$ cat config.mk
export PLATFORM = sky130hd
export DESIGN_NAME = edge_pulse_iso_channel
export DESIGN_NICKNAME = d
export VERILOG_FILES = /design/src/rtl/iso_chan_pkg.sv /design/src/rtl/iso_cycle_timer.sv /design/src/rtl/iso_edge_tx.sv /design/src/rtl/iso_latch_rx.sv /design/src/rtl/edge_pulse_iso_channel.sv
export SDC_FILE = /design/constraint.sdc
export NUM_CORES = 1
export LEC_CHECK = 0
export CAP_MARGIN = 20
export CORE_MARGIN = 1.5
export CORE_UTILIZATION = 41
export DETAILED_ROUTE_END_ITERATION = 12
export SKIP_LAST_GASP = 1
export SLEW_MARGIN = 20
export SYNTH_ARGS = -nofsm -noshare
export SYNTH_HDL_FRONTEND = slang
export SYNTH_SLANG_ARGS = --single-unit
export TNS_END_PERCENT = 20
$ cat constraint.sdc
create_clock -name clk -period 2.7 [get_ports clk]
set_input_delay 0.54 -clock clk [delete_from_list [all_inputs] [get_ports clk]]
set_output_delay 0.54 -clock clk [all_outputs]
set_load 0.005 [all_outputs]
$ cat src/rtl/iso_chan_pkg.sv
// Package: shared types for the edge-pulse isolation channel.
// Assumes: one pulse carries one bit of level information.
package iso_chan_pkg;

    // The pair of pulse wires crossing the barrier
    typedef struct packed {
        logic set;
        logic clr;
    } iso_pulse_t;

endpackage

$ cat src/rtl/iso_cycle_timer.sv
// Module: iso_cycle_timer
// Counts enabled cycles from zero up to LIMIT-1 and then holds there.
// done is high while the count sits at LIMIT-1. A clear restarts from zero.
// Assumes: LIMIT >= 2.
module iso_cycle_timer #(
    parameter int LIMIT = 16
) (
    input  logic clk,
    input  logic rst_n,
    input  logic clr,
    input  logic en,
    output logic done
);
    localparam int CNT_W = (LIMIT > 1) ? $clog2(LIMIT) : 1;
    localparam logic [CNT_W-1:0] LAST = CNT_W'(LIMIT - 1);

    logic [CNT_W-1:0] cnt_q;

    // Purpose: count up to LAST and saturate, restart on clear
    always_ff @(posedge clk) begin
        if (!rst_n || clr) begin
            cnt_q <= '0;
        end else if (en && (cnt_q != LAST)) begin
            cnt_q <= cnt_q + 1'b1;
        end
    end

    assign done = (cnt_q == LAST);

endmodule

$ cat src/rtl/iso_edge_tx.sv
// Module: iso_edge_tx
// Transmit half. It samples din into a register and compares it with the
// last level it sent. Any difference fires an edge pulse. A steady level is
// resent every REFRESH_CYCLES edges, and power-up sends the sampled level
// at once. Pulses are registered and one cycle wide.
// Assumes: REFRESH_CYCLES >= 2; din can be asynchronous to clk only if it is
// synchronised outside.
module iso_edge_tx
    import iso_chan_pkg::*;
#(
    parameter int REFRESH_CYCLES = 16
) (
    input  logic       clk,
    input  logic       rst_n,
    input  logic       pwr_ok,
    input  logic       din,
    output iso_pulse_t pulse
);
    logic din_q;
    logic last_q;
    logic up_q;
    logic fire;
    logic fire_lvl;
    logic refresh_due;
    iso_pulse_t pulse_q;

    // Purpose: sample the input every cycle, whatever the power state
    always_ff @(posedge clk) begin
        if (!rst_n) begin
            din_q <= 1'b0;
        end else begin
            din_q <= din;
        end
    end

    // Purpose: choose whether a pulse goes out this cycle and its level
    always_comb begin
        fire     = 1'b0;
        fire_lvl = din_q;
        if (pwr_ok) begin
            if (!up_q) begin
                fire = 1'b1;
            end else if (din_q != last_q) begin
                fire = 1'b1;
            end else if (refresh_due) begin
                fire     = 1'b1;
                fire_lvl = last_q;
            end
        end
    end

    // Purpose: register the pulses and track the power-up and last-sent state
    always_ff @(posedge clk) begin
        if (!rst_n || !pwr_ok) begin
            up_q    <= 1'b0;
            last_q  <= 1'b0;
            pulse_q <= '0;
        end else begin
            up_q        <= 1'b1;
            pulse_q.set <= fire && fire_lvl;
            pulse_q.clr <= fire && !fire_lvl;
            if (fire) begin
                last_q <= fire_lvl;
            end
        end
    end

    iso_cycle_timer #(.LIMIT(REFRESH_CYCLES)) u_refresh (
        .clk  (clk),
        .rst_n(rst_n),
        .clr  (fire || !pwr_ok),
        .en   (1'b1),
        .done (refresh_due)
    );

    assign pulse = pulse_q;

endmodule

$ cat src/rtl/iso_latch_rx.sv
// Module: iso_latch_rx
// Receive half. A bistable output register is set by a set pulse and
// cleared by a clear pulse. A watchdog restarted by every pulse forces the
// output low once WATCHDOG_CYCLES edges pass with no pulse.
// Assumes: set and clr never arrive together; if they do, set wins.
module iso_latch_rx
    import iso_chan_pkg::*;
#(
    parameter int WATCHDOG_CYCLES = 80
) (
    input  logic       clk,
    input  logic       rst_n,
    input  logic       pwr_ok,
    input  iso_pulse_t pulse,
    output logic       dout
);
    logic starved;
    logic level_q;
    logic any_pulse;

    assign any_pulse = pulse.set || pulse.clr;

    // Purpose: hold the rebuilt level, drop it on lockout or starvation
    always_ff @(posedge clk) begin
        if (!rst_n || !pwr_ok) begin
            level_q <= 1'b0;
        end else if (pulse.set) begin
            level_q <= 1'b1;
        end else if (pulse.clr) begin
            level_q <= 1'b0;
        end else if (starved) begin
            level_q <= 1'b0;
        end
    end

    iso_cycle_timer #(.LIMIT(WATCHDOG_CYCLES)) u_watchdog (
        .clk  (clk),
        .rst_n(rst_n),
        .clr  (any_pulse || !pwr_ok),
        .en   (1'b1),
        .done (starved)
    );

    assign dout = level_q;

endmodule

$ cat src/rtl/edge_pulse_iso_channel.sv
// Module: edge_pulse_iso_channel
// Top level. It joins the transmit half and the receive half through the
// pulse pair, which is also brought out to ports.
// Assumes: WATCHDOG_CYCLES > REFRESH_CYCLES >= 2.
module edge_pulse_iso_channel #(
    parameter int REFRESH_CYCLES  = 16,
    parameter int WATCHDOG_CYCLES = 80
) (
    input  logic clk,
    input  logic rst_n,
    input  logic tx_pwr_ok,
    input  logic rx_pwr_ok,
    input  logic din,
    output logic link_set,
    output logic link_clr,
    output logic dout
);
    import iso_chan_pkg::*;

    iso_pulse_t link;

    iso_edge_tx #(.REFRESH_CYCLES(REFRESH_CYCLES)) u_tx (
        .clk   (clk),
        .rst_n (rst_n),
        .pwr_ok(tx_pwr_ok),
        .din   (din),
        .pulse (link)
    );

    iso_latch_rx #(.WATCHDOG_CYCLES(WATCHDOG_CYCLES)) u_rx (
        .clk   (clk),
        .rst_n (rst_n),
        .pwr_ok(rx_pwr_ok),
        .pulse (link),
        .dout  (dout)
    );

    assign link_set = link.set;
    assign link_clr = link.clr;

endmodule

* After elaboration in Yosys (flattened, before gate mapping)
Index checks and enable logic that the tools add are counted.
** Cells by class
- $add $sub $neg :: 2
- Eq/ne operators :: 5
- Multiplexer cells :: 12
- Reductions and logical operators :: 14
** Operators with widths (count)
- 2-to-1 mux 1 bit :: 12
- adder 7 x 1 -> 7 bit (second input constant) :: 1
- == test 7 bit (second input constant) :: 1
- logical OR 1 bit :: 7
- inequality test 7 bit (second input constant) :: 1
- adder 4 x 1 -> 4 bit (second input constant) :: 1
- == test 4 bit (second input constant) :: 1
- logical NOT 1 bit :: 4
- inequality test 4 bit (second input constant) :: 1
- nonzero test 3 bit :: 1
- logical AND 1 bit :: 2
- inequality test 1 bit :: 1
** Storage, ports and cells
- Register bits after elaboration :: 17
- Input bits :: 5

* Longest topological paths before layout
- Depth in word-level cells :: 7
- Mapped depth :: 4
- Gate-level depth less buffers :: 4

* Hierarchy
Synthesis repeated with hierarchy kept, for this count alone.
** Unflattened totals
- Cells, all modules :: 87
- Area, all modules :: 785.8 um^2
** By module, submodules not included
- iso_cycle_timer at u_rx.u_watchdog :: times used 1, cells an instance 43, area each 364.1 um^2
- iso_cycle_timer at u_tx.u_refresh :: times used 1, cells an instance 23, area each 197.7 um^2
- iso_edge_tx :: times used 1, cells an instance 16, area each 173.9 um^2
- iso_latch_rx :: times used 1, cells an instance 5, area each 50.0 um^2

* Worst setup path after synthesis
OpenSTA, ideal clock, no wires.
- Kind :: register to register
- Start :: register u_rx.u_watchdog.cnt_q[0]
- End :: register u_rx.u_watchdog.cnt_q[6]
- Setup time :: 70 ps
- Arrival :: 1140 ps
- Data required time :: 2630 ps
- Path slack :: 1489 ps
- Cell stages (with the launch flop) :: 5
- Clock period less this slack :: 1211 ps
- Cells stage by stage :: dfxtp_1 -> ha_1 -> nand3_2 -> or3_1 -> a21oi_1
** Between the ends
- Word-level cells in the longest chain between the ends :: 1
- Elaborated cells on any way between the ends :: 2
- Classes of those cells :: add/sub (1); eq/ne (1)
** Ends and longest elaborated chain
- start, declared :: line iso_cycle_timer.sv:17 : logic [CNT_W-1:0] cnt_q;
- start signal, assigned :: line iso_cycle_timer.sv:24 : cnt_q <= cnt_q + 1'b1;
- adder 7 x 1 -> 7 bit or inequality test 7 bit (tied branches) :: line iso_cycle_timer.sv:24, iso_cycle_timer.sv:23
Parallel ways exist; a longest one is shown, timed or not.
A chain may end at the register's enable or synchronous reset.

* Worst setup path after layout
- Start :: register u_tx.pulse_q, in the netlist u_tx.pulse[0]
- End :: output port link_clr
** RTL lines
- start, declared :: line iso_edge_tx.sv:25 : iso_pulse_t pulse_q;
- end, declared :: line edge_pulse_iso_channel.sv:15 : output logic link_clr,
No word-level cell between the ends.

==> metrics <==
area of the die 1930 sq um; count of max-cap constraint violations 0; PortBufs 7; unrepaired setup endpoints after global routing false; Mapped Area 688 sq um; net count of the finished layout 87; type of origin of the critical path register; gate count after technology mapping 68; Final Cycle Share 63.3%; run status complete, no violations; Detailed Route Iter0 Violations 13; width of the chip 44.0 um; synthesis warning total 0; leakage power figure 0.306 nW; insertion delay of the later-clocked pin in the worst-skew pair 280 ps; antenna violation net count after detailed routing 0; worst vdd rail ir drop 356 uV; post-cts gate resize count 0; maximum clock rate 585 MHz; final wirelength 1160 um; total negative setup slack 0 ps; total core area 1540 sq um; final critical-path required period 1710 ps; mean routed wirelength per cell 12.2 um; setup violators final 0; layout cells sized above 1 11.4%; via count 526; final antenna diode count 0; Placed Cells 91; routability congestion estimate 0.711; Max Buffers Root-to-Sink 2; final-layout fill cell count 153; hold violation count in the final report 0; Data arrival, critical path 1170 ps; global-route wire length before repair 2020 um; root buffer selected by CTS clkbuf_4; clock tree from TritonCTS done; TritonCTS Buffers 3; post-synthesis sequential area ratio 49.5%; final setup skew 7.61 ps; most common library cell in the layout ignoring fill and taps dfxtp_1; Crit path buffers/inverters 1; area used by sequential logic in the layout 340 sq um; count of non-filler cells in the finished layout 95; GRT Resource Usage Total 14.9%; power per cell area 511 nW/um^2; Die Y-Extent 44.0 um; clock-pin slew on the worst setup and hold paths 90 ps; final max-slew violation count 0; post-synthesis area per instance 10.1 sq um; worst stage delay on the critical path 520 ps; cell with the largest stage delay on the worst path clkdlybuf4s50_1; Top delay family on crit path buffers and inverters; Final HPWL DP 845 um; detailed-routing iteration count for the pre-antenna-repair pass 4; commonest cells after routing, fill and taps aside 17 x dfxtp_1, 7 x clkdlybuf4s50_1, 4 x nand2_1, 4 x nor2_1, 4 x nand3_1; Crit Path Class register to primary output; Max transition margin 86.3%; number of I/O pins 8; # clock sinks 17; distinct cell type count after synthesis 28; number of post-CTS setup repair buffers 0; Post-Syn Nets 75; number of levels the H-tree was split into 1; maximum number of pins on one net before global-route repair 11; CP Max Fanout 4; Required @ worst endpoint 2160 ps; area taken by multi-input logic gates 348 sq um; initial antenna violation count 0; via count of the first global-routing pass 486; Placement Rows 14; CTS Hold Bufs 0; power consumption 412 uW; per-cell via count in the routed design 5.54; Hold Crit Class register to register; total congestion overflow 0; area added between synthesis and finish 17.1%; category of the worst setup path capture point primary output; initial core utilization 44.6%; number of design rule violations left after detail routing 0; Slew @ Worst Pin 205 ps; register bit count reported by yosys 17; cell-by-cell listing of the critical path clkdlybuf4s50_1
[cell families after synthesis]
kind of cell / share of synthesized area [%]
mux: 2.91
simple gates: 30.2
flops: 49.5
compound gates: 10.0
xor+xnor: 3.82
fa+ha+maj: 3.64
[Yosys cell counts (all sizes together)]
cell type | count | area (sq um)
xnor2 | 3 | 26.3
nor2 | 4 | 15.0
and4bb | 1 | 12.5
and4 | 1 | 10.0
nor2b | 1 | 6.26
ha | 2 | 25.0
and3 | 4 | 26.3
nand4 | 1 | 6.26
nand2b | 1 | 6.26
o21ai | 3 | 15.0
and4b | 1 | 10.0
mux2i | 2 | 20.0
a21boi | 1 | 7.51
nor3 | 3 | 15.0
dfxtp | 17 | 340
a211oi | 1 | 7.51
or3b | 1 | 8.76
or3 | 1 | 6.26
a21oi | 2 | 10.0
a32o | 1 | 10.0
a31oi | 3 | 18.8
nor3b | 3 | 27.5
and2 | 2 | 12.5
nand3 | 5 | 30.0
nand2 | 4 | 15.0
[flip-flops by register name (all words and copies together), names as in the netlist]
signal / cells
u_tx.last_q: 1
u_rx.dout: 1
u_tx.up_q: 1
u_rx.u_watchdog.cnt_q: 7
u_tx.pulse: 2
u_tx.din_q: 1
u_tx.u_refresh.cnt_q: 4
[area by class of cell]
type                    instances  share of cell area, %
clock buffers                   3                   2.80
multi-input cells              51                   43.2
well taps                      16                   2.48
clock inverters                 1                  0.621
flip-flops and latches         17                   42.2
repair buffers                  7                   8.70
[final timing paths]
kind / start / endpoint / slack [ps] / depth (start not counted)
setup / recovery: u_tx.pulse[0] / link_clr / 990 / 1
hold / removal: u_tx.din_q / u_tx.pulse[0] / 470 / 1
hold reg to reg: u_tx.din_q / u_tx.pulse[0] / 470 / 1
setup reg to reg: u_rx.u_watchdog.cnt_q[0] / u_rx.u_watchdog.cnt_q[6] / 1340 / 4
[per-stage QoR]
step	util, %	cell area [sq um]	worst slack [ps]	hold WS (ps)
after global placement	50.5	778	979	463
after global routing	52.3	806	935	484
after floorplan	-	688	1490	430
final	52.3	806	991	470
after detailed placement	50.5	778	919	457
after CTS	52.3	806	968	472
[power breakdown]
| part | leakage [nW] | internal (mW) | switching (mW) |
|---|---|---|---|
| Combinational | 0.150 | 0.0139 | 0.00918 |
| Sequential | 0.138 | 0.256 | 0.00439 |
| Clock | 0.0177 | 0.0550 | 0.0738 |
[metal layers]
layer  wire [um]  global-route usage [%]  share of wire [%]  vias up
met1         527                    16.2                 45      243
met5           0                       0                  0        -
met4          37                    14.5                3.2        0
li1            -                       -                  -      274
met3          20                    2.50                1.7        4
met2         574                    23.8                 50        5
(Power assumes the default switching activity.)
